[src/rtl/rng_ctrl_pkg.sv]
package rng_ctrl_pkg;
   // register word indices (byte offset / 4)
   localparam int unsigned IDX_CTRL   = 0;
   localparam int unsigned IDX_STAT   = 1;
   localparam int unsigned IDX_DATA   = 2;
   localparam int unsigned IDX_NOISE  = 3;
   localparam int unsigned IDX_HEALTH = 4;

   // control register fields
   localparam int unsigned C_EN     = 2;
   localparam int unsigned C_AUTO   = 3;
   localparam int unsigned C_CLKCHK = 5;
   localparam int unsigned C_CFG_LO = 8;
   localparam int unsigned C_CFG_HI = 25;
   localparam int unsigned C_DIV_LO = 16;
   localparam int unsigned C_CRST   = 30;
   localparam int unsigned C_LOCK   = 31;

   // status register fields
   localparam int unsigned S_RDY   = 0;
   localparam int unsigned S_CLK   = 1;
   localparam int unsigned S_SEED  = 2;
   localparam int unsigned S_CLKF  = 5;
   localparam int unsigned S_SEEDF = 6;

   typedef enum logic [1:0] {
      CRST_IDLE = 2'd0,
      CRST_HELD = 2'd1,
      CRST_RUN  = 2'd2
   } crst_state_t;
endpackage

[src/rtl/rng_prescale.sv]
module rng_prescale #(
   parameter int DIV_W = 4
) (
   input  logic             clk,
   input  logic             rst_n,
   input  logic             run,
   input  logic [DIV_W-1:0] div,
   output logic             tick
);
   localparam int CNT_W = (1 << DIV_W) - 1;

   logic [CNT_W-1:0] cnt;
   logic [CNT_W-1:0] mask;

   initial begin
      assert (DIV_W >= 1 && DIV_W <= 5) else $error("rng_prescale: DIV_W out of range");
   end

   assign mask = ~({CNT_W{1'b1}} << div);
   assign tick = run && (cnt == mask);

   always_ff @(posedge clk or negedge rst_n) begin
      if (!rst_n) cnt <= '0;
      else if (!run || tick) cnt <= '0;
      else cnt <= cnt + 1'b1;
   end

   AST_CNT_BOUND: assert property (@(posedge clk) disable iff (!rst_n)
      run |-> (cnt <= mask)) else $error("prescale counter past limit");
   AST_IDLE_QUIET: assert property (@(posedge clk) disable iff (!rst_n)
      !run |=> (cnt == '0)) else $error("prescale counter moved while idle");
endmodule

[src/rtl/rng_condrst.sv]
module rng_condrst import rng_ctrl_pkg::*; #(
   parameter int RST_CYCLES = 16
) (
   input  logic clk,
   input  logic rst_n,
   input  logic cr_wr,
   input  logic crst_bit,
   output logic busy,
   output logic done
);
   localparam int CNT_W = (RST_CYCLES > 2) ? $clog2(RST_CYCLES) : 1;

   crst_state_t      state;
   logic [CNT_W-1:0] cnt;
   logic             req_set;
   logic             req_clr;

   initial begin
      assert (RST_CYCLES >= 2) else $error("rng_condrst: RST_CYCLES too small");
   end

   assign req_set = cr_wr && crst_bit;
   assign req_clr = cr_wr && !crst_bit;
   assign busy    = (state != CRST_IDLE);
   assign done    = (state == CRST_RUN) && (cnt == '0) && !req_set;

   always_ff @(posedge clk or negedge rst_n) begin
      if (!rst_n) begin
         state <= CRST_IDLE;
         cnt   <= '0;
      end else begin
         case (state)
            CRST_IDLE: if (req_set) state <= CRST_HELD;
            CRST_HELD: if (req_clr) begin
               state <= CRST_RUN;
               cnt   <= CNT_W'(RST_CYCLES - 1);
            end
            CRST_RUN: begin
               if (req_set) state <= CRST_HELD;
               else if (cnt == '0) state <= CRST_IDLE;
               else cnt <= cnt - 1'b1;
            end
            default: state <= CRST_IDLE;
         endcase
      end
   end

   AST_DONE_ENDS_BUSY: assert property (@(posedge clk) disable iff (!rst_n)
      done |=> !busy) else $error("busy after reset completion");
   AST_HELD_STAYS: assert property (@(posedge clk) disable iff (!rst_n)
      (state == CRST_HELD) && !cr_wr |=> busy) else $error("held reset dropped");
   AST_DONE_FROM_RUN: assert property (@(posedge clk) disable iff (!rst_n)
      done |-> $past(busy)) else $error("completion without running reset");
endmodule

[src/rtl/rng_mixer.sv]
module rng_mixer #(
   parameter int          W    = 32,
   parameter logic [W-1:0] TAPS = 32'h8020_0003,
   parameter logic [W-1:0] SEED = 32'h0000_0001
) (
   input  logic         clk,
   input  logic         rst_n,
   input  logic         tick,
   input  logic         noise,
   input  logic         flush,
   input  logic         poison,
   input  logic         take,
   output logic         ready,
   output logic [W-1:0] word
);
   localparam int BC_W = $clog2(W);
   localparam logic [BC_W-1:0] LAST = BC_W'(W - 1);

   logic [W-1:0]    state;
   logic [W-1:0]    nxt;
   logic [BC_W-1:0] bcnt;

   initial begin
      assert (W >= 8) else $error("rng_mixer: W too small");
      assert (SEED != '0) else $error("rng_mixer: zero seed");
   end

   assign nxt = {state[W-2:0], (^(state & TAPS)) ^ noise};

   always_ff @(posedge clk or negedge rst_n) begin
      if (!rst_n) begin
         state <= SEED;
         bcnt  <= '0;
         ready <= 1'b0;
         word  <= '0;
      end else if (flush) begin
         state <= SEED;
         bcnt  <= '0;
         ready <= 1'b0;
         word  <= '0;
      end else begin
         if (take) ready <= 1'b0;
         if (tick) begin
            state <= nxt;
            if (bcnt == LAST) begin
               bcnt  <= '0;
               word  <= nxt;
               ready <= 1'b1;
            end else begin
               bcnt <= bcnt + 1'b1;
            end
         end
         if (poison) word <= '0;
      end
   end

   AST_RDY_FROM_TICK: assert property (@(posedge clk) disable iff (!rst_n)
      $rose(ready) |-> $past(tick)) else $error("ready without sample");
   AST_POISON_ZERO: assert property (@(posedge clk) disable iff (!rst_n)
      poison && !flush |=> (word == '0)) else $error("word survived seed error");
   AST_TAKE_CLEARS: assert property (@(posedge clk) disable iff (!rst_n)
      take && !tick |=> !ready) else $error("ready survived read");
endmodule

[src/rtl/rng_ctrl.sv]
module rng_ctrl import rng_ctrl_pkg::*; #(
   parameter int          ADDR_W       = 5,
   parameter int          DIV_W        = 4,
   parameter int          RST_CYCLES   = 16,
   parameter int          AUTO_RECOVER = 1,
   parameter int          NOISE_W      = 18,
   parameter logic [31:0] SEED         = 32'h0000_0001,
   parameter logic [31:0] TAPS         = 32'h8020_0003,
   parameter logic [31:0] CTRL_DEF     = 32'h00F0_0D00,
   parameter logic [31:0] NOISE_DEF    = 32'h0002_B5BB,
   parameter logic [31:0] HEALTH_DEF   = 32'h0000_969D
) (
   input  logic              clk,
   input  logic              rst_n,
   input  logic [ADDR_W-1:0] bus_addr,
   input  logic              bus_wr,
   input  logic              bus_rd,
   input  logic [31:0]       bus_wdata,
   output logic [31:0]       bus_rdata,
   input  logic              noise_bit,
   input  logic              seed_err_inj,
   input  logic              clk_err_inj,
   output logic              data_ready,
   output logic              seed_alarm
);
   localparam int IDX_W  = ADDR_W - 2;
   localparam int CFG_W  = C_CFG_HI - C_CFG_LO + 1;
   localparam int DIV_AT = C_DIV_LO - C_CFG_LO;

   initial begin
      assert (ADDR_W >= 5) else $error("rng_ctrl: ADDR_W too small for map");
      assert (NOISE_W >= 1 && NOISE_W <= 32) else $error("rng_ctrl: NOISE_W out of range");
      assert (DIV_AT + DIV_W <= CFG_W) else $error("rng_ctrl: divider field overflows config");
   end

   logic [IDX_W-1:0]   idx;
   logic               acc_ok;
   logic               wr_cr, wr_sr, wr_ns, wr_ht, rd_dr;
   logic               en, ced, lock, auto_r;
   logic [CFG_W-1:0]   cfg;
   logic               seed_live, seed_flag, clk_live, clk_flag;
   logic [NOISE_W-1:0] nscr;
   logic [31:0]        htcr;
   logic               crst_busy, crst_done;
   logic               rec_auto, flush, run, tick, clk_hit;
   logic               mix_ready;
   logic [31:0]        mix_word;
   logic [31:0]        cr_view, sr_view, rd_mux;

   assign idx    = bus_addr[ADDR_W-1:2];
   assign acc_ok = (bus_addr[1:0] == 2'b00);
   assign wr_cr  = bus_wr && acc_ok && (idx == IDX_W'(IDX_CTRL));
   assign wr_sr  = bus_wr && acc_ok && (idx == IDX_W'(IDX_STAT));
   assign wr_ns  = bus_wr && acc_ok && (idx == IDX_W'(IDX_NOISE));
   assign wr_ht  = bus_wr && acc_ok && (idx == IDX_W'(IDX_HEALTH));
   assign rd_dr  = bus_rd && acc_ok && (idx == IDX_W'(IDX_DATA));

   // configuration, lock and enable
   always_ff @(posedge clk or negedge rst_n) begin
      if (!rst_n) begin
         cfg  <= CTRL_DEF[C_CFG_HI:C_CFG_LO];
         ced  <= CTRL_DEF[C_CLKCHK];
         en   <= CTRL_DEF[C_EN];
         lock <= CTRL_DEF[C_LOCK];
      end else if (wr_cr) begin
         en <= bus_wdata[C_EN];
         if (bus_wdata[C_LOCK]) lock <= 1'b1;
         if (bus_wdata[C_CRST] && !lock) begin
            cfg <= bus_wdata[C_CFG_HI:C_CFG_LO];
            ced <= bus_wdata[C_CLKCHK];
         end
      end
   end

   generate
      if (AUTO_RECOVER != 0) begin : g_auto
         always_ff @(posedge clk or negedge rst_n) begin
            if (!rst_n) auto_r <= CTRL_DEF[C_AUTO];
            else if (wr_cr) auto_r <= bus_wdata[C_AUTO];
         end
      end else begin : g_noauto
         assign auto_r = 1'b0;
      end
   endgenerate

   // auxiliary configuration registers
   always_ff @(posedge clk or negedge rst_n) begin
      if (!rst_n) begin
         nscr <= NOISE_DEF[NOISE_W-1:0];
         htcr <= HEALTH_DEF;
      end else begin
         if (wr_ns) nscr <= bus_wdata[NOISE_W-1:0];
         if (wr_ht) htcr <= bus_wdata;
      end
   end

   rng_condrst #(.RST_CYCLES(RST_CYCLES)) u_crst (
      .clk      (clk),
      .rst_n    (rst_n),
      .cr_wr    (wr_cr),
      .crst_bit (bus_wdata[C_CRST]),
      .busy     (crst_busy),
      .done     (crst_done)
   );

   // seed and clock error tracking
   assign rec_auto = auto_r && seed_live && !seed_err_inj;
   assign flush    = crst_done || rec_auto;
   assign clk_hit  = clk_err_inj && ced;

   always_ff @(posedge clk or negedge rst_n) begin
      if (!rst_n) begin
         seed_live <= 1'b0;
         seed_flag <= 1'b0;
         clk_live  <= 1'b0;
         clk_flag  <= 1'b0;
      end else begin
         if (seed_err_inj) seed_live <= 1'b1;
         else if (flush) seed_live <= 1'b0;

         if (seed_err_inj) seed_flag <= 1'b1;
         else if (wr_sr && !bus_wdata[S_SEEDF]) seed_flag <= 1'b0;

         clk_live <= clk_hit;
         if (clk_hit) clk_flag <= 1'b1;
         else if (wr_sr && !bus_wdata[S_CLKF]) clk_flag <= 1'b0;
      end
   end

   assign run = en && !seed_live && !crst_busy && !mix_ready;

   rng_prescale #(.DIV_W(DIV_W)) u_pre (
      .clk   (clk),
      .rst_n (rst_n),
      .run   (run),
      .div   (cfg[DIV_AT +: DIV_W]),
      .tick  (tick)
   );

   rng_mixer #(.W(32), .TAPS(TAPS), .SEED(SEED)) u_mix (
      .clk    (clk),
      .rst_n  (rst_n),
      .tick   (tick),
      .noise  (noise_bit),
      .flush  (flush),
      .poison (seed_err_inj),
      .take   (rd_dr),
      .ready  (mix_ready),
      .word   (mix_word)
   );

   // register views and read port
   always_comb begin
      cr_view                   = '0;
      cr_view[C_LOCK]           = lock;
      cr_view[C_CRST]           = crst_busy;
      cr_view[C_CFG_HI:C_CFG_LO] = cfg;
      cr_view[C_CLKCHK]         = ced;
      cr_view[C_AUTO]           = auto_r;
      cr_view[C_EN]             = en;
      sr_view                   = '0;
      sr_view[S_SEEDF]          = seed_flag;
      sr_view[S_CLKF]           = clk_flag;
      sr_view[S_SEED]           = seed_live;
      sr_view[S_CLK]            = clk_live;
      sr_view[S_RDY]            = mix_ready;
   end

   always_comb begin
      rd_mux = '0;
      if (acc_ok) begin
         case (idx)
            IDX_W'(IDX_CTRL):   rd_mux = cr_view;
            IDX_W'(IDX_STAT):   rd_mux = sr_view;
            IDX_W'(IDX_DATA):   rd_mux = mix_ready ? mix_word : 32'h0;
            IDX_W'(IDX_NOISE):  rd_mux = 32'(nscr);
            IDX_W'(IDX_HEALTH): rd_mux = htcr;
            default:            rd_mux = '0;
         endcase
      end
   end

   always_ff @(posedge clk or negedge rst_n) begin
      if (!rst_n) bus_rdata <= '0;
      else if (bus_rd) bus_rdata <= rd_mux;
   end

   assign data_ready = mix_ready;
   assign seed_alarm = seed_flag;

   AST_CFG_HOLD: assert property (@(posedge clk) disable iff (!rst_n)
      !(wr_cr && bus_wdata[C_CRST] && !lock) |=> $stable(cfg)) else $error("config moved without reset write");
   AST_LOCK_STICKY: assert property (@(posedge clk) disable iff (!rst_n)
      lock |=> lock) else $error("lock dropped");
   AST_LOCK_FREEZE: assert property (@(posedge clk) disable iff (!rst_n)
      lock |=> ($stable(cfg) && $stable(ced))) else $error("locked config changed");
   AST_SEED_STOPS: assert property (@(posedge clk) disable iff (!rst_n)
      seed_live |-> !tick) else $error("sampling during seed error");
   AST_SEED_FLAGGED: assert property (@(posedge clk) disable iff (!rst_n)
      $rose(seed_live) |-> seed_flag) else $error("live seed error without flag");
   AST_AUTO_CLEAR: assert property (@(posedge clk) disable iff (!rst_n)
      auto_r && seed_live && !seed_err_inj |=> !seed_live) else $error("automatic recovery missed");
   AST_SW_HOLD: assert property (@(posedge clk) disable iff (!rst_n)
      seed_live && !auto_r && !crst_done |=> seed_live) else $error("seed status cleared without reset");
   AST_CLK_MASK: assert property (@(posedge clk) disable iff (!rst_n)
      !ced |=> !clk_live) else $error("clock error seen while disabled");
endmodule

[config.mk]
export PLATFORM = sky130hd
export DESIGN_NAME = rng_ctrl
export DESIGN_NICKNAME = d
export VERILOG_FILES = /design/src/rtl/rng_ctrl_pkg.sv /design/src/rtl/rng_prescale.sv /design/src/rtl/rng_condrst.sv /design/src/rtl/rng_mixer.sv /design/src/rtl/rng_ctrl.sv
export SDC_FILE = /design/constraint.sdc
export NUM_CORES = 1
export LEC_CHECK = 0
export ABC_AREA = 1
export BUFFER_PORTS_ARGS = -buffer_cell sky130_fd_sc_hd__clkbuf_2
export CORE_ASPECT_RATIO = 0.9
export CORE_MARGIN = 5
export CORE_UTILIZATION = 38
export DETAILED_ROUTE_END_ITERATION = 6
export REMOVE_ABC_BUFFERS = 1
export SLEW_MARGIN = 20
export SYNTH_ARGS = -nofsm -noshare
export SYNTH_HDL_FRONTEND = slang
export SYNTH_SLANG_ARGS = --single-unit
[constraint.sdc]
create_clock -name clk -period 2.7 [get_ports clk]
set_clock_uncertainty 0.1 [all_clocks]
set_input_delay 0.27 -clock clk [delete_from_list [all_inputs] [get_ports clk]]
set_output_delay 0.27 -clock clk [all_outputs]
set_load 0.1 [all_outputs]
### Word-level counts from Yosys, hierarchy flattened

Index checks and enable logic that the tools add are counted.

* add/subtract/negate cells: 3
* $mul: 0
* divide/modulo/power cells: 0
* $lt $le $gt $ge: 0
* equal/unequal tests: 13
* shift operators: 1
* mux-type cells: 32
* bitwise gates (word level): 2
* reductions and logical operators: 51

Operators by type and width (number)
* $mux 32: 8
* $pmux 32 s5: 1
* $reduce_xor 32->1: 1
* $logic_and 1x1->1: 21
* $add 15x1->15 const B: 1
* $eq 15x15->1: 1
* $mux 15: 1
* $mux 5: 3
* $not 15->15: 1
* $shl 15x4->15 const A: 1
* $mux 4: 3
* $reduce_bool 2->1: 6
* $logic_not 1->1: 10
* $mux 1: 10
* $mux 2: 4
* $pmux 4 s2: 1
* $eq 3x2->1 const B: 2
* $pmux 2 s3: 1
* $reduce_and 2->1: 3
* $reduce_bool 3->1: 2
* $add 5x1->5 const B: 1
* $eq 5x5->1 const B: 1
* $logic_not 2->1: 2
* $logic_not 4->1: 1
* other kinds (13): 16

* bits in registers: 199
* bits in latches: 0
* RAM bits: 0
* ROM bits: 0
* bits of input ports: 44
* output and inout bits: 34
* logic and storage cells: 121
* memories kept: 0

### Depth between registers and ports, before layout

Gate-level depths: netlist (run 1).

* depth after elaboration: 9
* gate-level depth with buffers: 15
* mapped depth without buffers: 12

### By module

A second synthesis (run 1) with hierarchy kept.

* cells, all modules: 1123
* area total of the unflattened synthesis: 9339.0 um^2

By module, submodules not included
* rng_ctrl: times used 1, cells an instance 618, area an instance 4977.3 um^2, sequential area each 2737.6 um^2
* rng_mixer: times used 1, cells an instance 280, area an instance 2850.2 um^2, sequential area each 1752.9 um^2
* rng_prescale: times used 1, cells an instance 178, area an instance 1124.8 um^2, sequential area each 375.4 um^2
* rng_condrst: times used 1, cells an instance 47, area an instance 386.6 um^2, sequential area each 150.1 um^2

### Least setup slack after synthesis (run 1)

Ideal clock, no wire load.

* path type: register to register
* from: register u_mix.ready
* to: register u_mix.word[2]
* setup time: 0.118 ns
* arrival time: 1.983 ns
* required time: 2.482 ns
* setup slack: 0.499 ns
* stages on the path, launching flop included: 7
* path buffers: 2
* period minus slack after synthesis: 2.201 ns
* path through: dfrtp_1 clkbuf_1 nor4_1 nand4_1 clkbuf_1 nand3_1 nand2_1

* cells in the longest elaborated chain, start to end: 5

Ends and longest elaborated chain
* start, declared: RTL line rng_mixer.sv:13 `output logic ready,`
* start signal, assigned: RTL line rng_mixer.sv:34 `ready <= 1'b0;`
* start signal, assigned: RTL line rng_mixer.sv:39 `ready <= 1'b0;`
* start signal, assigned: RTL line rng_mixer.sv:42 `if (take) ready <= 1'b0;`
* $logic_not 1->1: RTL line rng_ctrl.sv:130 `assign run = en && !seed_live && !crst_busy && !mix_ready;`
* $logic_and 1x1->1: RTL line rng_ctrl.sv:130
* $logic_and 1x1->1: RTL line rng_prescale.sv:20 `assign tick = run && (cnt == mask);`
* $reduce_bool 3->1 (no source line)
* $reduce_and 2->1 (no source line)
* end signal, assigned: RTL line rng_mixer.sv:47 `word <= nxt;`
* end, declared: RTL line rng_mixer.sv:14 `output logic [W-1:0] word`

No other way between the ends.
A chain may end at the register's enable or synchronous reset.

### Worst setup path after layout (run 1)

* from: register cfg[10]
* to: register u_mix.word[29]

* cells in the longest elaborated chain, start to end: 6

Ends and longest elaborated chain
* start, declared: RTL line rng_ctrl.sv:40 `logic [CFG_W-1:0] cfg;`
* start signal, assigned: RTL line rng_ctrl.sv:61 `cfg <= CTRL_DEF[C_CFG_HI:C_CFG_LO];`
* start signal, assigned: RTL line rng_ctrl.sv:69 `cfg <= bus_wdata[C_CFG_HI:C_CFG_LO];`
* $shl 15x4->15: RTL line rng_prescale.sv:19 `assign mask = ~({CNT_W{1'b1}} << div);`
* $not 15->15: RTL line rng_prescale.sv:19
* $eq 15x15->1: RTL line rng_prescale.sv:20
* $logic_and 1x1->1: RTL line rng_prescale.sv:20
* $reduce_bool 3->1 (no source line)
* $reduce_and 2->1 (no source line)

No other way between the ends.

==> impl_summary.txt, run 1 <==
----------------------------------------------------
[Hold path]
  Endpoint of the worst hold-timing path ... seed_alarm
  Number of cells on the worst hold path ... 3
  Origin of the worst min-delay path ... bus_wdata[6]
  Worst min-delay path category ... input pin to flip-flop

[CTS]
  TritonCTS buffer count ... 17
  Clock tree from TritonCTS ... yes
  Maximum clock path buffer count ... 2
  H-tree Lvls ... 4
  Clk slew on worst S/H paths ... 70 ps
  Clock insertion delay at the later pin of the skew report ... 440 ps
  Number of sinks handled by clock tree synthesis ... 199
  Root buffer cell ... sky130_fd_sc_hd__clkbuf_16

[Synth]
  Largest area contributor in the synthesized netlist ... sky130_fd_sc_hd__dfrtp_1
  Synth warn ... 0
  Area of the mapped netlist ... 9278 µm²
  Distinct cell type count after synthesis ... 40
  Area share of the largest cell type after synthesis ... 0.4585
  Register area share after synthesis ... 0.5407
  Cells after synthesis ... 1106
  Synthesized flop and latch total ... 199
  Area contributors post-synth ... sky130_fd_sc_hd__dfrtp_1, sky130_fd_sc_hd__nand2_1, sky130_fd_sc_hd__dfstp_2
  Post-synthesis area per instance ... 8.388 µm²

[STA]
  Ratio of final minimum period to clock period ... 0.8936
  Slew at the pin closest to its max-slew limit ... 926.9 ps
  Final setup viols ... 0
  Max Slew Vio Count ... 0
  FMAX ... 414.5 MHz
  Shortest clock period the worst path allows after layout ... 2413 ps
  Final number of hold-violating endpoints ... 0
  Final worst hold slack ... 20.96 ps
  Worst Setup Slack, final ... 287.3 ps
  RSZ-0062 raised after global routing ... no
  Slew Limit Headroom ... 0.3821

[Final layout]
  NumNets Final ... 1244
  Fraction of final layout cells sized beyond drive strength 1 ... 0.1565
  Area overhead of the layout relative to synthesis ... 17.72%
  Antenna cell count ... 0

[Place]
  Gpl congestion ... 0.9271
  Post-Place Setup Slack ... 274.1 ps
  PortBufs ... 77
  Dpl hpwl ... 15.87 mm

[Detailed routing]
  Mean number of vias per cell ... 5.009
  Routed vias ... 7593
  Total wire length ... 23.73 mm
  Pre-antenna DRT Iters ... 5
  Remaining DRCs ... 0
  Initial DRC count ... 599
  Final ANT Viol Nets ... 0
  Avg WL per Cell ... 15.65 µm

[Power and ir drop]
  Highest ir drop seen on vdd ... 0.4562 mV
  Power density over cell area ... 621.7 nW/µm²
  Leakage Power ... 5.128 nW

[Run]
  Max-cap viol count ... 0

[Die]
  DIE HEIGHT ... 158.2 µm
  Number of primary I/O pins ... 78
  Core area ... 24120 µm²
  Row count ... 54
  Die width ... 174.7 µm
  Initial Utilization ... 0.3846
  Overall die area ... 27640 µm²

[GRT]
  Vias in the first global route ... 7499
  Initial antenna violation count ... 0
  Global Route Usage Sum ... 0.1775
  Maximum number of pins on one net before global-route repair ... 68
  Global-route wire length before repair ... 39.71 mm
  Overall overflow remaining after global route ... 0

[Worst setup path]
  Critical path data arrival time ... 2690 ps
  Highest net fanout along the worst path ... 20
  Crit path launch ... cfg[10]
  Destination of the worst register-to-register timing path ... u_mix.word[29]
  Crit. End Element ... flip-flop
  Reg-to-reg setup timing slack ... 290 ps
  Required time worst endpoint ... 2970 ps
  Number of cells traversed by the worst register-to-register path ... 12
  Startpoint of the lowest-slack register-to-register path ... cfg[10]
  Worst Path Class, Setup ... flip-flop to flip-flop
  Startpoint class of the critical path ... flip-flop

[Status]
  Outcome ... complete, no violations

----------------------------------------------------
[per-layer routing]
metal,track usage,up-vias,part of all wire
met5,0,-,0
met4,0.05086,0,0.017
met3,0.02388,26,0.039
met2,0.2730,162,0.45
met1,0.2643,3597,0.50
li1,-,3808,-
[layout by cell type, fill, tap and decap left out, drive strengths merged, types with 8 or more instances in the layout]
cell type    count
buf             28
nand3          101
dlygate4sd3     27
nor2            61
a221oi          21
nand2          267
o22ai           35
inv            149
nor3            35
dfstp           29
a21oi            8
clkbuf          95
dfrtp          170
o21ai          121
[cell usage after synthesis]
library cell,number
sky130_fd_sc_hd__a31oi_1,5
sky130_fd_sc_hd__nor2_4,2
sky130_fd_sc_hd__nor3b_1,3
sky130_fd_sc_hd__a21oi_1,8
sky130_fd_sc_hd__dfstp_2,29
sky130_fd_sc_hd__buf_4,3
sky130_fd_sc_hd__buf_2,15
sky130_fd_sc_hd__a32oi_1,4
sky130_fd_sc_hd__clkbuf_1,36
sky130_fd_sc_hd__nor3_1,35
sky130_fd_sc_hd__dfrtp_1,170
sky130_fd_sc_hd__a22o_1,1
sky130_fd_sc_hd__a211oi_1,1
sky130_fd_sc_hd__xor2_1,4
sky130_fd_sc_hd__nand3_1,101
sky130_fd_sc_hd__mux2_2,5
sky130_fd_sc_hd__inv_4,1
sky130_fd_sc_hd__inv_1,140
sky130_fd_sc_hd__buf_1,5
sky130_fd_sc_hd__a221oi_1,21
sky130_fd_sc_hd__clkinv_1,1
sky130_fd_sc_hd__o21ai_1,31
sky130_fd_sc_hd__nand2_2,3
sky130_fd_sc_hd__o22ai_1,35
sky130_fd_sc_hd__nand3b_1,1
sky130_fd_sc_hd__o21bai_1,1
sky130_fd_sc_hd__xnor2_1,4
sky130_fd_sc_hd__ha_1,5
sky130_fd_sc_hd__o2bb2ai_1,7
sky130_fd_sc_hd__nor2_1,56
sky130_fd_sc_hd__or2_2,2
sky130_fd_sc_hd__nand4_1,4
sky130_fd_sc_hd__o21ai_0,90
sky130_fd_sc_hd__nor2_2,3
sky130_fd_sc_hd__buf_6,3
sky130_fd_sc_hd__nor4_1,1
sky130_fd_sc_hd__o31ai_2,1
sky130_fd_sc_hd__nand2_1,264
sky130_fd_sc_hd__o2111ai_1,1
sky130_fd_sc_hd__inv_2,4
[area by class of cell]
type	count	area, µm²
clock buffer	18	429.2
fill	2389	13200
multi-input combinational	699	3446
tap	308	385.4
clock inverter	14	168.9
sequential	199	5017
timing repair buffer	132	924.6
inverter	146	550.5
[worst max-delay path: stages, from the launching register on]
cell	delay [ps]
sky130_fd_sc_hd__dfrtp_1	510
sky130_fd_sc_hd__nor2_1	320
sky130_fd_sc_hd__nand2_1	80
sky130_fd_sc_hd__nand2_1	70
sky130_fd_sc_hd__nand2_1	60
sky130_fd_sc_hd__nor2_1	90
sky130_fd_sc_hd__nand2_1	60
sky130_fd_sc_hd__nor2_1	140
sky130_fd_sc_hd__nand3_1	260
sky130_fd_sc_hd__nand2_1	190
sky130_fd_sc_hd__buf_4	280
sky130_fd_sc_hd__nand3_1	110
sky130_fd_sc_hd__nand2_1	70
[where the power goes]
part	switching [W]	total, W	leakage [nW]	internal (W)
Combinational	0.000533	0.000814	2.24	0.000281
Sequential	0.000128	0.00337	2.61	0.00324
Clock	0.00121	0.00260	0.280	0.00139
[per-stage QoR]
step / utilization / setup TNS, ps / cell area (µm²) / power (W) / instances
CTS: 0.4525 / 0 / 10920 / 0.006860 / 1516
global placement: 0.4165 / 0 / 10050 / 0.004198 / 1457
floorplan: - / -22720 / 8992 / 0.003870 / 1044
detailed placement: 0.4165 / 0 / 10050 / 0.004216 / 1457
finish: 0.4528 / 0 / 10920 / 0.006790 / 1516
global route: 0.4528 / 0 / 10920 / 0.007116 / 1516
[flip-flops by register name (all words and copies together), names as in the netlist, 2 cells and up]
| name | count |
|---|---|
| nscr | 18 |
| cfg | 18 |
| u_mix.bcnt | 5 |
| u_mix.word | 32 |
| u_crst.state | 2 |
| u_mix.state | 32 |
| u_crst.cnt | 4 |
| bus_rdata | 32 |
| htcr | 32 |
| u_pre.cnt | 15 |
[how the worst max path moves through the flow]
stage                           to  slack (ps)  cells after the start
global placement     u_mix.word[8]         360                     12
floorplan            u_mix.word[0]        -440                      6
CTS                 u_mix.word[29]         250                     13
detailed placement  u_mix.word[29]         270                     13
finish              u_mix.word[29]         290                     12
global route         u_mix.word[2]          50                     12
[cells by family after synthesis]
group / Yosys count / share of synthesized area
XOR/XNOR: 8 / 0.007551
adder cells (fa/ha/maj): 5 / 0.006743
buffers and inverters: 208 / 0.09009
AO/OA/AOI/OAI: 206 / 0.1316
AND/OR/NAND/NOR: 475 / 0.2173
flip-flops: 199 / 0.5407
multiplexers: 5 / 0.006068
[timing repair]
action | CTS | global route
endpoints found under the hold margin | 82 | 0
setup endpoints to repair | 0 | 18
hold buffers | 27 | 0
resized for setup | 0 | 2
buffers inserted | 0 | 0
Power figures use the tool's default switching activity.
==> inputs of run 2 (changes only) <==
- CTS_BUF_LIST: not set -> sky130_fd_sc_hd__clkbuf_16
- SYNTH_HIERARCHICAL: not set -> 1
==> run 2 against run 1 <==
Register-to-register slack got worse by 50 ps. Power rose by 0.18%. Critical path depth rose by 1. Cell count rose by 2.2%. Area after synthesis rose by 0.66%. Cell area rose by 0.99%. Via count rose by 0.33%. Sequential power barely moved. Largest cell class unchanged. Highest routed layer unchanged.
==> impl_summary.txt, run 2 <==
----------------------------------------------------
[Power and ir drop]
  Share of total power in the clock network ... 0.378
  Cell-internal power ... 0.004859 W
  Highest ir drop seen on vdd ... 0.4277 mV
  Proportion of total power due to net switching ... 0.2857
  Net Switching ... 0.001943 W
  Leakage Power ... 5.403 nW
  Part of the total power dissipated in combinational logic ... 0.124
  Sequential fraction of design power ... 0.498
  Power density over cell area ... 616.7 nW/µm²

[Final layout]
  Antenna cell count ... 0
  Most common cell after layout, fill and taps aside ... sky130_fd_sc_hd__nand2_1
  Commonest cells after routing, fill and taps aside ... sky130_fd_sc_hd__nand2_1, sky130_fd_sc_hd__dfrtp_1, sky130_fd_sc_hd__inv_1
  NumNets Final ... 1278
  Fraction of final layout cells sized beyond drive strength 1 ... 0.1836
  Final design area excluding fillers ... 11030 µm²
  Area overhead of the layout relative to synthesis ... 18.10%

[Hold path]
  Origin of the worst min-delay path ... bus_wdata[19]
  Number of cells on the worst hold path ... 3
  Worst min-delay path category ... input pin to flip-flop
  Endpoint of the worst hold-timing path ... cfg[11]

[Place]
  Dpl hpwl ... 16.54 mm
  PortBufs ... 77
  Gpl congestion ... 0.8746
  Area post-placement ... 10150 µm²

[CTS]
  Clock tree from TritonCTS ... yes
  H-tree Lvls ... 4
  Root buffer cell ... sky130_fd_sc_hd__clkbuf_16
  Clk slew on worst S/H paths ... 80 ps
  Clock insertion delay at the later pin of the skew report ... 440 ps
  Maximum clock path buffer count ... 2
  Post-CTS setup repair buffer count ... 0
  Number of sinks handled by clock tree synthesis ... 199
  TritonCTS buffer count ... 17

[STA]
  FMAX ... 405.4 MHz
  Ratio of final minimum period to clock period ... 0.9136
  Total negative slack for setup checks ... 0 ps
  Slew at the pin closest to its max-slew limit ... 775.0 ps
  Final number of hold-violating endpoints ... 0
  Final worst hold slack ... 11.10 ps
  Slew Limit Headroom ... 0.4833
  Shortest clock period the worst path allows after layout ... 2467 ps
  Final setup viols ... 0
  RSZ-0062 raised after global routing ... no
  Max Slew Vio Count ... 0

[Detailed routing]
  Pre-antenna DRT Iters ... 5
  Total wire length ... 23.84 mm
  Mean number of vias per cell ... 4.915
  Final ANT Viol Nets ... 0
  Remaining DRCs ... 0
  Routed vias ... 7618
  Avg WL per Cell ... 15.38 µm
  Initial DRC count ... 549

[Synth]
  Area contributors post-synth ... sky130_fd_sc_hd__dfrtp_1, sky130_fd_sc_hd__nand2_1, sky130_fd_sc_hd__dfstp_2
  Async S/R FF share, synth ... 1.000
  EDFF count, synth ... 0
  Cells after synthesis ... 1123
  Synth warn ... 6
  Top_reg_cell synth ... sky130_fd_sc_hd__dfrtp_1
  Register area share after synthesis ... 0.5371
  Distinct cell type count after synthesis ... 37
  Top post-synthesis cells by count ... sky130_fd_sc_hd__nand2_1, sky130_fd_sc_hd__dfrtp_1, sky130_fd_sc_hd__inv_1, sky130_fd_sc_hd__o21ai_0, sky130_fd_sc_hd__nand3_1
  Synthesized flop and latch total ... 199
  Area share of the largest cell type after synthesis ... 0.4555
  Area of the mapped netlist ... 9339 µm²
  Largest area contributor in the synthesized netlist ... sky130_fd_sc_hd__dfrtp_1
  Dominant cell by count in the synthesized netlist ... sky130_fd_sc_hd__nand2_1
  Post-synthesis area per instance ... 8.316 µm²

[Die]
  Core area ... 24260 µm²
  Overall die area ... 27810 µm²
  Initial Utilization ... 0.3850
  Die width ... 175.2 µm
  Number of primary I/O pins ... 78
  Row count ... 54
  DIE HEIGHT ... 158.7 µm

[GRT]
  Global Route Usage Sum ... 0.1772
  Global-route wire length before repair ... 40.07 mm
  Initial antenna violation count ... 0
  Maximum number of pins on one net before global-route repair ... 73
  Vias in the first global route ... 7549
  Overall overflow remaining after global route ... 0

[Worst setup path]
  Startpoint of the lowest-slack register-to-register path ... cfg[10]
  Number of cells traversed by the worst register-to-register path ... 13
  Reg-to-reg setup timing slack ... 230 ps
  Critical path data arrival time ... 2730 ps
  Required time worst endpoint ... 2970 ps
  Startpoint class of the critical path ... flip-flop
  Crit path launch ... cfg[10]
  Worst Path Class, Setup ... flip-flop to flip-flop
  Destination of the worst register-to-register timing path ... u_mix/state[1]
  Highest net fanout along the worst path ... 12
  Crit. End Element ... flip-flop

[Run]
  Max-cap viol count ... 0

[Status]
  Outcome ... complete, no violations

----------------------------------------------------
==> run 2: cell types whose count changed after synthesis, sizes merged, moves of 7 or more <==
cell	previous run	this run
a221oi	21	0
clkbuf	36	21
inv	145	120
nand2	267	362
nand4	4	31
nor3	35	6
o21ai	121	150
o22ai	35	4
o2bb2ai	7	0
xor2	4	11
==> run 2: power by group through the flow <==
stage	clock network [W]	registers, W	logic, W
2_1_floorplan	0	0.00346	0.000452
3_3_place_gp	0	0.00344	0.000807
6_report	0.00257	0.00339	0.000842
5_1_grt	0.00278	0.00342	0.000954
3_5_place_dp	0	0.00345	0.000820
4_1_cts	0.00264	0.00339	0.000854
==> run 2: worst max path at each step <==
stage                     slack [ps]  cells past startpoint              to
after detailed placement         160                     13  u_mix/word[10]
final                            230                     13  u_mix/state[1]
after CTS                        170                     13   u_mix/word[7]
after global placement           180                     12   u_mix/word[7]
after floorplan                 -980                      7  u_mix/word[31]
after global routing              10                     13  u_mix/state[1]
==> run 2: cell families after synthesis <==
logic type	Yosys count	share of synthesized area
AOI/OAI and AO/OA	172	0.1053
xor gates and xnor gates	13	0.01219
adders and majority gates	5	0.006699
buffers and inverters	175	0.07932
DFF	199	0.5371
and+or+nand+nor	559	0.2594
==> run 2: critical path, cell delays in order, from the launching register on <==
cell,delay [ps]
sky130_fd_sc_hd__dfrtp_1,520
sky130_fd_sc_hd__nand2_2,220
sky130_fd_sc_hd__nand3_1,120
sky130_fd_sc_hd__nand3_1,80
sky130_fd_sc_hd__nor2_1,130
sky130_fd_sc_hd__nand2_1,70
sky130_fd_sc_hd__nor2_1,80
sky130_fd_sc_hd__nand2_1,110
sky130_fd_sc_hd__nor2_2,180
sky130_fd_sc_hd__buf_4,230
sky130_fd_sc_hd__inv_1,110
sky130_fd_sc_hd__nor2_1,210
sky130_fd_sc_hd__inv_1,120
sky130_fd_sc_hd__o22ai_1,130
==> run 2: repair_timing <==
action,4_1_cts,5_1_grt
resized for setup,0,5
hold endpoints to repair,98,0
endpoints found under the setup margin,0,32
hold buffers,28,0
==> run 2: final cells by class <==
class / count / area (µm²)
fillers: 2468 / 13230
repair buffers: 139 / 967.2
clock inverters: 15 / 166.4
well taps: 308 / 385.4
multi-input cells: 749 / 3598
flip-flops and latches: 199 / 5017
inverters: 123 / 469.2
clock buffers: 17 / 425.4
==> run 2: per-stage QoR <==
step / power [W] / utilization / cells / worst slack, ps
floorplan: 0.003911 / - / 1071 / -984.5
global placement: 0.004246 / 0.4183 / 1490 / 181.4
detailed placement: 0.004265 / 0.4183 / 1490 / 159.2
CTS: 0.006882 / 0.4542 / 1550 / 165.1
global route: 0.007152 / 0.4547 / 1550 / 14.00
finish: 0.006802 / 0.4547 / 1550 / 233.3
==> run 2: routing by layer <==
layer  global-route usage  share of wire  up-vias
met5                    0              0        -
met4              0.04427          0.013        0
met3              0.03447          0.036       19
met2               0.2799           0.46      155
met1               0.2525           0.49     3634
li1                     -              -     3810
==> inputs of run 3 (changes only) <==
- clock period: 2.7 -> 2.2 ns (I/O delays scaled with it)
==> run 3 against run 2 <==
The flow now finishes with violations (negative setup slack). Sequential power is 23% higher. Global-route usage is 0.12 points lower. Core utilization is 1.9 points higher. Routed wire length is 0.23% higher. Count of clock-buffer cells in the layout stayed put. Maximum frequency is 10% higher. Register-to-register slack worse by 270 ps. First-iteration DRC count is 2.4% higher. Combinational power is 34% higher. Non-clock buffer count is 34 higher. Critical path type unchanged. Highest routed layer unchanged.
==> impl_summary.txt, run 3 (synthesis results as in run 2) <==
----------------------------------------------------
[STA]
  RSZ-0062 raised after global routing ... yes
  Final setup viols ... 21
  Max Slew Vio Count ... 0
  FMAX ... 446.9 MHz
  Ratio of final minimum period to clock period ... 1.017
  Worst Setup Slack, final ... -37.44 ps
  Slew at the pin closest to its max-slew limit ... 565.9 ps
  Shortest clock period the worst path allows after layout ... 2237 ps
  Final number of hold-violating endpoints ... 0
  Slew Limit Headroom ... 0.6243

[Final layout]
  Final design area excluding fillers ... 11500 µm²
  Most common cell after layout, fill and taps aside ... sky130_fd_sc_hd__nand2_1
  Area overhead of the layout relative to synthesis ... 23.14%
  NumNets Final ... 1312
  Antenna cell count ... 0
  Fraction of final layout cells sized beyond drive strength 1 ... 0.2116
  Commonest cells after routing, fill and taps aside ... sky130_fd_sc_hd__nand2_1, sky130_fd_sc_hd__dfrtp_1, sky130_fd_sc_hd__inv_1

[Run]
  Max-cap viol count ... 0

[Detailed routing]
  Total wire length ... 23.89 mm
  Remaining DRCs ... 0
  Top layer in use ... met4
  Detailed-route wire length on metal 1 ... 11.70 mm
  Mean number of vias per cell ... 4.908
  Pre-antenna DRT Iters ... 5
  Avg WL per Cell ... 15.08 µm
  Wire length on met2 ... 11.15 mm
  Initial DRC count ... 562
  Final ANT Viol Nets ... 0
  Sum of met3 wire segment lengths after detailed routing ... 895 µm
  Routed vias ... 7774

[Die]
  Row count ... 54
  Number of primary I/O pins ... 78
  Initial Utilization ... 0.3850
  Die width ... 175.2 µm
  Overall die area ... 27810 µm²
  DIE HEIGHT ... 158.7 µm
  Core area ... 24260 µm²

[Power and ir drop]
  Tot Pwr ... 0.008434 W
  Power density over cell area ... 733.4 nW/µm²
  Highest ir drop seen on vdd ... 0.4733 mV
  Leakage Power ... 5.668 nW

[Place]
  PortBufs ... 77
  Area post-placement ... 10370 µm²
  Dpl hpwl ... 16.63 mm
  Gpl congestion ... 0.8430

[GRT]
  Global Route Usage Sum ... 0.1760
  Maximum number of pins on one net before global-route repair ... 57
  Vias in the first global route ... 7515
  Initial antenna violation count ... 0
  Overall overflow remaining after global route ... 0
  Global-route wire length before repair ... 39.87 mm

[Hold path]
  Origin of the worst min-delay path ... seed_err_inj
  Worst min-delay path category ... input pin to flip-flop
  Endpoint of the worst hold-timing path ... seed_alarm
  Number of cells on the worst hold path ... 3

[CTS]
  Clock tree from TritonCTS ... yes
  H-tree Lvls ... 4
  Number of sinks handled by clock tree synthesis ... 199
  TritonCTS buffer count ... 17
  Clock insertion delay at the later pin of the skew report ... 440 ps
  Root buffer cell ... sky130_fd_sc_hd__clkbuf_16
  Clk slew on worst S/H paths ... 70 ps
  Maximum clock path buffer count ... 2

[Status]
  Outcome ... complete, but fails checks
  Violations in the final reports ... negative setup slack

[Worst setup path]
  Highest net fanout along the worst path ... 10
  Required time worst endpoint ... 2420 ps
  Crit. End Element ... flip-flop
  Number of cells traversed by the worst register-to-register path ... 13
  Worst Path Class, Setup ... flip-flop to flip-flop
  Reg-to-reg setup timing slack ... -40 ps
  Destination of the worst register-to-register timing path ... u_mix/word[31]
  Startpoint class of the critical path ... flip-flop
  Startpoint of the lowest-slack register-to-register path ... cfg[11]
  Critical path data arrival time ... 2460 ps

----------------------------------------------------
-- run 3: cell types whose count changed in the layout (fill, tap and decap cells not counted), sizes merged --
| cell | before | now |
|---|---|---|
| buf | 34 | 59 |
| dlygate4sd3 | 28 | 34 |
| clkbuf | 94 | 97 |
| inv | 127 | 129 |
| clkinv | 9 | 8 |
| clkinvlp | 1 | 0 |
-- run 3: layout make-up --
cell class	count	area, µm²
fillers	2344	12760
flip-flops and latches	199	5019
multi-input cells	749	3665
repair buffers	173	1371
inverters	123	469.2
clock buffers	17	425.4
well taps	308	385.4
clock inverters	15	165.2
-- run 3: repair_timing --
| action | CTS | global route |
|---|---|---|
| endpoints found under the hold margin | 116 | 0 |
| gates cloned | 0 | 3 |
| endpoints found under the setup margin | 67 | 68 |
| gates resized for setup | 9 | 27 |
| hold buffers | 34 | 0 |
| buffers inserted | 1 | 2 |
| pin swaps | 0 | 3 |
-- run 3: power breakdown --
part / switching, W / internal [W]
logic: 0.000700 / 0.000430
clock network: 0.00153 / 0.00162
registers: 0.000170 / 0.00399
total: 0.00240 / 0.00604
-- run 3: per-layer routing --
layer	vias up	global-route usage
met5	-	0
met4	0	0.03570
met3	10	0.02996
met2	151	0.2760
met1	3720	0.2587
li1	3893	-
-- run 3: worst max-delay path, cell delays in order, from the launching register on --
cell,delay (ps)
sky130_fd_sc_hd__dfrtp_2,480
sky130_fd_sc_hd__buf_4,170
sky130_fd_sc_hd__nor2_1,80
sky130_fd_sc_hd__nand2_1,60
sky130_fd_sc_hd__a21oi_1,150
sky130_fd_sc_hd__nand3_1,100
sky130_fd_sc_hd__nor2_1,120
sky130_fd_sc_hd__nand2_2,100
sky130_fd_sc_hd__nor2_4,170
sky130_fd_sc_hd__nand2_4,80
sky130_fd_sc_hd__nand2_2,90
sky130_fd_sc_hd__inv_4,70
sky130_fd_sc_hd__buf_12,150
sky130_fd_sc_hd__a22o_1,210
-- run 3: worst max path at each step --
stage	startpoint	end	slack, ps	cells after the start
after floorplan	u_mix/ready	u_mix/word[31]	-1480	7
after global placement	cfg[11]	u_mix/word[31]	-50	14
after detailed placement	cfg[11]	u_mix/word[8]	-120	14
after CTS	cfg[11]	u_mix/word[31]	7	13
after global routing	cfg[11]	u_mix/bcnt[2]	-170	15
final	cfg[11]	u_mix/word[31]	-40	13
-- run 3: metrics by stage --
stage / hold WS [ps] / setup TNS (ps) / util / cells / setup WS [ps]
final: 71.02 / -238.0 / 0.4741 / 1584 / -37.44
after global routing: 57.61 / -8829 / 0.4741 / 1584 / -170.9
after CTS: 40.89 / 0 / 0.4676 / 1579 / 6.712
after detailed placement: 146.4 / -3710 / 0.4277 / 1512 / -115.3
after global placement: 140.8 / -582.5 / 0.4277 / 1512 / -49.47
after floorplan: -175.6 / -87210 / - / 1071 / -1485
